[src/rtl/bas_pkg.sv]
package bas_pkg;

  typedef enum logic [2:0] {
    ST_IDLE  = 3'd0,
    ST_SAVE  = 3'd1,
    ST_SEL   = 3'd2,
    ST_ACC   = 3'd3,
    ST_RST   = 3'd4,
    ST_FAST  = 3'd5,
    ST_FWAIT = 3'd6
  } bas_state_e;

endpackage

[src/rtl/bas_rst_sync.sv]
module bas_rst_sync #(
  parameter int STAGES = 2
) (
  input  logic clk,
  input  logic rst_n,
  output logic rst_n_sync
);

  logic [STAGES-1:0] sync_q;

  always_ff @(posedge clk or negedge rst_n) begin
    if (!rst_n) begin
      sync_q <= '0;
    end else begin
      sync_q <= {sync_q[STAGES-2:0], 1'b1};
    end
  end

  assign rst_n_sync = sync_q[STAGES-1];

endmodule

[src/rtl/bas_decode.sv]
module bas_decode #(
  parameter int BANK_W = 3,
  parameter int SLOT_W = 3,
  parameter int ADDR_W = BANK_W + SLOT_W + 1
) (
  input  logic [ADDR_W-1:0] addr,
  output logic [BANK_W-1:0] bank,
  output logic [SLOT_W-1:0] slot
);

  assign bank = addr[ADDR_W-1 -: BANK_W];
  assign slot = addr[SLOT_W:1];

endmodule

[src/rtl/bas_ctrl.sv]
module bas_ctrl
  import bas_pkg::*;
(
  input  logic       clk,
  input  logic       rst_n,
  input  logic       run,
  input  logic       req_valid,
  input  logic       req_fast,
  input  logic       op_wr_q,
  output bas_state_e state_q,
  output logic       req_ready,
  output logic       accept
);

  bas_state_e state_d;

  assign req_ready = run && (state_q == ST_IDLE);
  assign accept    = req_valid && req_ready;

  always_comb begin
    state_d = state_q;
    case (state_q)
      ST_IDLE:  if (accept) state_d = req_fast ? ST_FAST : ST_SAVE;
      ST_SAVE:  state_d = ST_SEL;
      ST_SEL:   state_d = ST_ACC;
      ST_ACC:   state_d = ST_RST;
      ST_RST:   state_d = ST_IDLE;
      ST_FAST:  state_d = op_wr_q ? ST_IDLE : ST_FWAIT;
      ST_FWAIT: state_d = ST_IDLE;
      default:  state_d = ST_IDLE;
    endcase
  end

  always_ff @(posedge clk or negedge rst_n) begin
    if (!rst_n) begin
      state_q <= ST_IDLE;
    end else begin
      state_q <= state_d;
    end
  end

endmodule

[src/rtl/bas_datapath.sv]
module bas_datapath
  import bas_pkg::*;
#(
  parameter int DATA_W   = 16,
  parameter int BANK_W   = 3,
  parameter int SLOT_W   = 3,
  parameter int SEL_SLOT = 7
) (
  input  logic              clk,
  input  logic              rst_n,
  input  bas_state_e        state_q,
  input  logic              accept,
  input  logic              req_write,
  input  logic [DATA_W-1:0] req_wdata,
  input  logic [BANK_W-1:0] dec_bank,
  input  logic [SLOT_W-1:0] dec_slot,
  input  logic [DATA_W-1:0] per_rdata,
  output logic              op_wr_q,
  output logic              per_stb,
  output logic              per_we,
  output logic [SLOT_W-1:0] per_addr,
  output logic [DATA_W-1:0] per_wdata,
  output logic              rsp_done,
  output logic [DATA_W-1:0] rsp_rdata
);

  localparam int PAD_W = DATA_W - BANK_W;
  localparam logic [SLOT_W-1:0] SEL_ADDR = SEL_SLOT[SLOT_W-1:0];

  logic [BANK_W-1:0] bank_q;
  logic [SLOT_W-1:0] slot_q;
  logic [DATA_W-1:0] wdata_q;
  logic [BANK_W-1:0] saved_q;
  logic [DATA_W-1:0] rdata_q;
  logic              done_q;

  logic              lat_en;
  logic              sav_en;
  logic              rd_en;
  logic              done_d;

  assign lat_en = accept;
  assign sav_en = (state_q == ST_SEL);
  assign rd_en  = ((state_q == ST_RST) && !op_wr_q) || (state_q == ST_FWAIT);
  assign done_d = (state_q == ST_RST) || (state_q == ST_FWAIT) ||
                  ((state_q == ST_FAST) && op_wr_q);

  always_comb begin
    per_stb   = 1'b0;
    per_we    = 1'b0;
    per_addr  = '0;
    per_wdata = '0;
    case (state_q)
      ST_SAVE: begin
        per_stb  = 1'b1;
        per_addr = SEL_ADDR;
      end
      ST_SEL: begin
        per_stb   = 1'b1;
        per_we    = 1'b1;
        per_addr  = SEL_ADDR;
        per_wdata = {{PAD_W{1'b0}}, bank_q};
      end
      ST_ACC, ST_FAST: begin
        per_stb   = 1'b1;
        per_we    = op_wr_q;
        per_addr  = slot_q;
        per_wdata = op_wr_q ? wdata_q : '0;
      end
      ST_RST: begin
        per_stb   = 1'b1;
        per_we    = 1'b1;
        per_addr  = SEL_ADDR;
        per_wdata = {{PAD_W{1'b0}}, saved_q};
      end
      default: begin
        per_stb = 1'b0;
      end
    endcase
  end

  always_ff @(posedge clk or negedge rst_n) begin
    if (!rst_n) begin
      op_wr_q <= 1'b0;
      bank_q  <= '0;
      slot_q  <= '0;
      wdata_q <= '0;
      saved_q <= '0;
      rdata_q <= '0;
      done_q  <= 1'b0;
    end else begin
      if (lat_en) begin
        op_wr_q <= req_write;
        bank_q  <= dec_bank;
        slot_q  <= dec_slot;
        wdata_q <= req_wdata;
      end
      if (sav_en) begin
        saved_q <= per_rdata[BANK_W-1:0];
      end
      if (rd_en) begin
        rdata_q <= per_rdata;
      end
      done_q <= done_d;
    end
  end

  assign rsp_done  = done_q;
  assign rsp_rdata = rdata_q;

endmodule

[src/rtl/banked_access_seq.sv]
module banked_access_seq
  import bas_pkg::*;
#(
  parameter int DATA_W   = 16,
  parameter int BANK_W   = 3,
  parameter int SLOT_W   = 3,
  parameter int SEL_SLOT = 7,
  parameter int ADDR_W   = BANK_W + SLOT_W + 1
) (
  input  logic              clk,
  input  logic              rst_n,
  input  logic              req_valid,
  output logic              req_ready,
  input  logic              req_write,
  input  logic              req_fast,
  input  logic [ADDR_W-1:0] req_addr,
  input  logic [DATA_W-1:0] req_wdata,
  output logic              rsp_done,
  output logic [DATA_W-1:0] rsp_rdata,
  output logic              per_stb,
  output logic              per_we,
  output logic [SLOT_W-1:0] per_addr,
  output logic [DATA_W-1:0] per_wdata,
  input  logic [DATA_W-1:0] per_rdata
);

  logic              rst_n_int;
  logic              accept;
  logic              op_wr_q;
  bas_state_e        state_q;
  logic [BANK_W-1:0] dec_bank;
  logic [SLOT_W-1:0] dec_slot;

  bas_rst_sync #(.STAGES(2)) u_rst (
    .clk        (clk),
    .rst_n      (rst_n),
    .rst_n_sync (rst_n_int)
  );

  bas_decode #(.BANK_W(BANK_W), .SLOT_W(SLOT_W), .ADDR_W(ADDR_W)) u_dec (
    .addr (req_addr),
    .bank (dec_bank),
    .slot (dec_slot)
  );

  bas_ctrl u_ctrl (
    .clk       (clk),
    .rst_n     (rst_n_int),
    .run       (rst_n_int),
    .req_valid (req_valid),
    .req_fast  (req_fast),
    .op_wr_q   (op_wr_q),
    .state_q   (state_q),
    .req_ready (req_ready),
    .accept    (accept)
  );

  bas_datapath #(
    .DATA_W(DATA_W), .BANK_W(BANK_W), .SLOT_W(SLOT_W), .SEL_SLOT(SEL_SLOT)
  ) u_dp (
    .clk       (clk),
    .rst_n     (rst_n_int),
    .state_q   (state_q),
    .accept    (accept),
    .req_write (req_write),
    .req_wdata (req_wdata),
    .dec_bank  (dec_bank),
    .dec_slot  (dec_slot),
    .per_rdata (per_rdata),
    .op_wr_q   (op_wr_q),
    .per_stb   (per_stb),
    .per_we    (per_we),
    .per_addr  (per_addr),
    .per_wdata (per_wdata),
    .rsp_done  (rsp_done),
    .rsp_rdata (rsp_rdata)
  );

endmodule

[config.mk]
export PLATFORM = sky130hd
export DESIGN_NAME = banked_access_seq
export DESIGN_NICKNAME = d
export VERILOG_FILES = /design/src/rtl/bas_pkg.sv /design/src/rtl/bas_rst_sync.sv /design/src/rtl/bas_decode.sv /design/src/rtl/bas_ctrl.sv /design/src/rtl/bas_datapath.sv /design/src/rtl/banked_access_seq.sv
export SDC_FILE = /design/constraint.sdc
export NUM_CORES = 1
export LEC_CHECK = 0
export ABC_AREA = 1
export CELL_PAD_IN_SITES_DETAIL_PLACEMENT = 1
export CELL_PAD_IN_SITES_GLOBAL_PLACEMENT = 1
export CORE_UTILIZATION = 30
export CTS_CLUSTER_SIZE = 8
export DETAILED_ROUTE_END_ITERATION = 10
export MAX_ROUTING_LAYER = met4
export PLACE_DENSITY_LB_ADDON = 0.25
export SYNTH_ARGS = -nofsm -noshare
export SYNTH_HDL_FRONTEND = slang
export SYNTH_HIERARCHICAL = 1
export SYNTH_SLANG_ARGS = --single-unit
[constraint.sdc]
create_clock -name clk -period 2.22 [get_ports clk]
set_input_delay 0.444 -clock clk [delete_from_list [all_inputs] [get_ports clk]]
set_output_delay 0.444 -clock clk [all_outputs]
set_load 0.01 [all_outputs]
==> results.tsv <==
stage	metric	value	unit
outcome	status	completed	
synthesis	ys_top_cells_by_area	dfrtp_1, nand2_1, inv_1	
finish	design_area	3280	µm²
timing	finalSetupTns	0	ps
setup_path	cp_max_fo	7	
synthesis	yosys.area.top_type_share	0.542	
finish	final_core_util	0.470	
synthesis	synthesis.area_per_instance	8.94	µm²
clocking	root_buffer	clkbuf_8	
synthesis	yosysWarnings	6	
finish	nNetsFinal	381	
route	route.detailed.drc	0	
synthesis	synth-edff-count	0	
global_route	grt_max_degree	47	
timing	skew	6.20	ps
floorplanning	initial_utilization	0.318	
synthesis	synth_area	2220	µm²
synthesis	seq_area_frac_synth	0.542	
placement	port_buffers	81	
timing	setup_viol	0	
power_and_ir_drop	report.power.total	4210	µW
route	viasPerCell	4.48	
synthesis	syn_nets	292	
floorplanning	die_h	88.0	µm
timing	final_hold_viol_count	0	
synthesis	synth.distinct_cells	24	
floorplanning	core	6980	µm²
floorplanning	dieArea	7740	µm²
hold_path	hold_path_class	in2async	
route	wire_per_inst	13.3	µm
power_and_ir_drop	p_leak	0.00162	µW
synthesis	synth_async_sr_flop_share	1.00	
timing	maxSlewHeadroom	0.547	
global_route	grt_pass1_vias	1967	
clocking	clock_path_buffers	2	
setup_path	worstPathRequired	1780	ps
placement	placed_cell_area	3100	µm²
timing	rsz0062_at_grt	no	
clocking	cts_tree	built	
flow_run	drv_cap	0	
synthesis	ys_seq_elements	48	
clocking	clock_latency	290	ps
placement	place_congestion	0.775	
global_route	track_usage	0.164	
placement	hpwl	4090	µm
floorplanning	row_count	30	
setup_path	path_class	reg2out	
floorplanning	ios	83	
route	num_vias	1944	
timing	tightest_slew	679	ps
finish	antenna_cells	0	
route	initialDrtViolationCount	62	
timing	period_minus_slack	2080	ps
clocking	numCtsBuffers	5	
synthesis	netlist_instances	248	
global_route	grt.overflow.total	0	
timing	max_freq	482	MHz
setup_path	cp.arrival	1630	ps
global_route	grt_pass1_wl	9310	µm
synthesis	yosys.area.top_type	dfrtp_1	
clocking	cts-htree-levels	2	
setup_path	end_kind	output pin	
synthesis	ys.flop_type	dfrtp_1	
floorplanning	die_x	88.0	µm
finish	syn_to_final_growth	48.1	%
route	dr.pass1.iters	4	
clocking	clk_pin_slew	90	ps
finish	drive_gt1_frac	0.175	
synthesis	yosysMostFrequentCell	dfrtp_1	
setup_path	start_kind	flop	
synthesis	ys_top_cells_by_count	dfrtp_1, nand2_1, inv_1	
power_and_ir_drop	power_density	1280	nW/µm²
timing	drv_slew	0	
clocking	clock_sinks	48	
power_and_ir_drop	ir_drop	526	µV
route	final_antenna_net_count	0	
route	wirelength	5750	µm
placement	dp_slack	19.3	ps
global_route	antenna_found_initial	0	
timing	fin_ws	144	ps
timing	period_share	0.935	
state kept, by name (all words and copies together) (netlist names):
| name | cells |
|---|---|
| u_dp/rsp_done | 1 |
| u_rst/sync_q | 2 |
| u_ctrl/state_q | 3 |
| u_dp/rsp_rdata | 16 |
| u_dp/bank_q | 3 |
| u_dp/op_wr_q | 1 |
| u_dp/slot_q | 3 |
| u_dp/wdata_q | 16 |
| u_dp/saved_q | 3 |
worst max-delay path, cell delays in order, from the launching register on:
cell and delay (ps):
dfrtp_2 450, inv_4 100, nand2_2 70, nand2_4 100, buf_4 140, nand3_4 100, nor2_1 110, dlygate4sd2_1 270
layout by cell type, fill, tap and decap left out, types with 2 or more instances in the layout:
| cell | synthesis | final |
|---|---|---|
| nand2_2 | 5 | 3 |
| o21ai_2 | 6 | 6 |
| dlygate4sd2_1 | 0 | 21 |
| buf_4 | 7 | 14 |
| nand3_4 | 1 | 2 |
| clkdlybuf4s50_1 | 0 | 59 |
| clkbuf_1 | 1 | 2 |
| dfrtp_2 | 0 | 5 |
| nor2_1 | 20 | 19 |
| clkbuf_8 | 0 | 6 |
| nand4_1 | 6 | 6 |
| nand2_1 | 45 | 45 |
| nand3_1 | 15 | 15 |
| inv_2 | 5 | 2 |
| inv_4 | 0 | 3 |
| o21ai_1 | 11 | 11 |
| inv_1 | 38 | 38 |
| nand2_4 | 0 | 2 |
| o21ai_0 | 17 | 17 |
| mux2_2 | 10 | 10 |
| dfrtp_1 | 48 | 43 |
through the flow:
stage          std cells  hold slack (ps)
5_1_grt              434              277
3_5_place_dp         416              344
4_1_cts              434              289
2_1_floorplan        248              148
6_report             434              303
3_3_place_gp         416              335
where the power goes:
group | switching [µW] | internal, µW | total [µW]
Clock | 279 | 255 | 533
Combinational | 1100 | 1030 | 2140
Sequential | 243 | 1290 | 1540
Total | 1630 | 2580 | 4210
repair_timing:
action                                 4_1_cts  5_1_grt
endpoints found under the hold margin        0        0
setup endpoints to repair                   22        2
resized for setup                           33        3
cloned                                       1        0
hold buffers                                 0        0
setup buffers                                9        0
kinds of logic (layout without fill, tap and decap cells):
logic type / after synthesis / in the layout / synth area share
other cells: 1 / 1 / 0.00169
compound gates: 35 / 35 / 0.0892
buf+inv: 58 / 147 / 0.119
mux: 10 / 10 / 0.0508
flops: 48 / 48 / 0.542
simple gates: 96 / 97 / 0.198
area by class of cell:
class / count / area (µm²)
tap: 96 / 120
inverter: 43 / 169
sequential: 48 / 1210
timing repair buffer: 96 / 905
fill: 835 / 3700
multi-input combinational: 143 / 793
clock buffer: 8 / 90.1
layer usage:
metal / GRT usage / up-vias / wire length, µm
li1: - / 949 / -
met1: 0.196 / 934 / 2540
met2: 0.273 / 59 / 2860
met3: 0.0424 / 2 / 323
met4: 0.0432 / 0 / 24
met5: - / - / 0
path summary, 6_finish.rpt:
| check | to | cells after the start | slack (ps) | startpoint |
|---|---|---|---|---|
| max | per_wdata[5] | 7 | 140 | u_ctrl/state_q[1]$_DFFE_PN0P_ |
| min | u_rst/sync_q[0]$_DFF_PN0_ | 1 | 300 | rst_n |
| max reg2reg | u_dp/wdata_q[11]$_DFFE_PN0P_ | 10 | 260 | u_ctrl/state_q[0]$_DFFE_PN0P_ |
| min reg2reg | u_rst/sync_q[1]$_DFF_PN0_ | 0 | 360 | u_rst/sync_q[0]$_DFF_PN0_ |
| max in group asynchronous | u_ctrl/state_q[0]$_DFFE_PN0P_ | 1 | 1420 | u_rst/sync_q[1]$_DFF_PN0_ |
| min in group clk | u_rst/sync_q[1]$_DFF_PN0_ | 0 | 360 | u_rst/sync_q[0]$_DFF_PN0_ |
No activity file was read; power rests on OpenSTA's default activity.
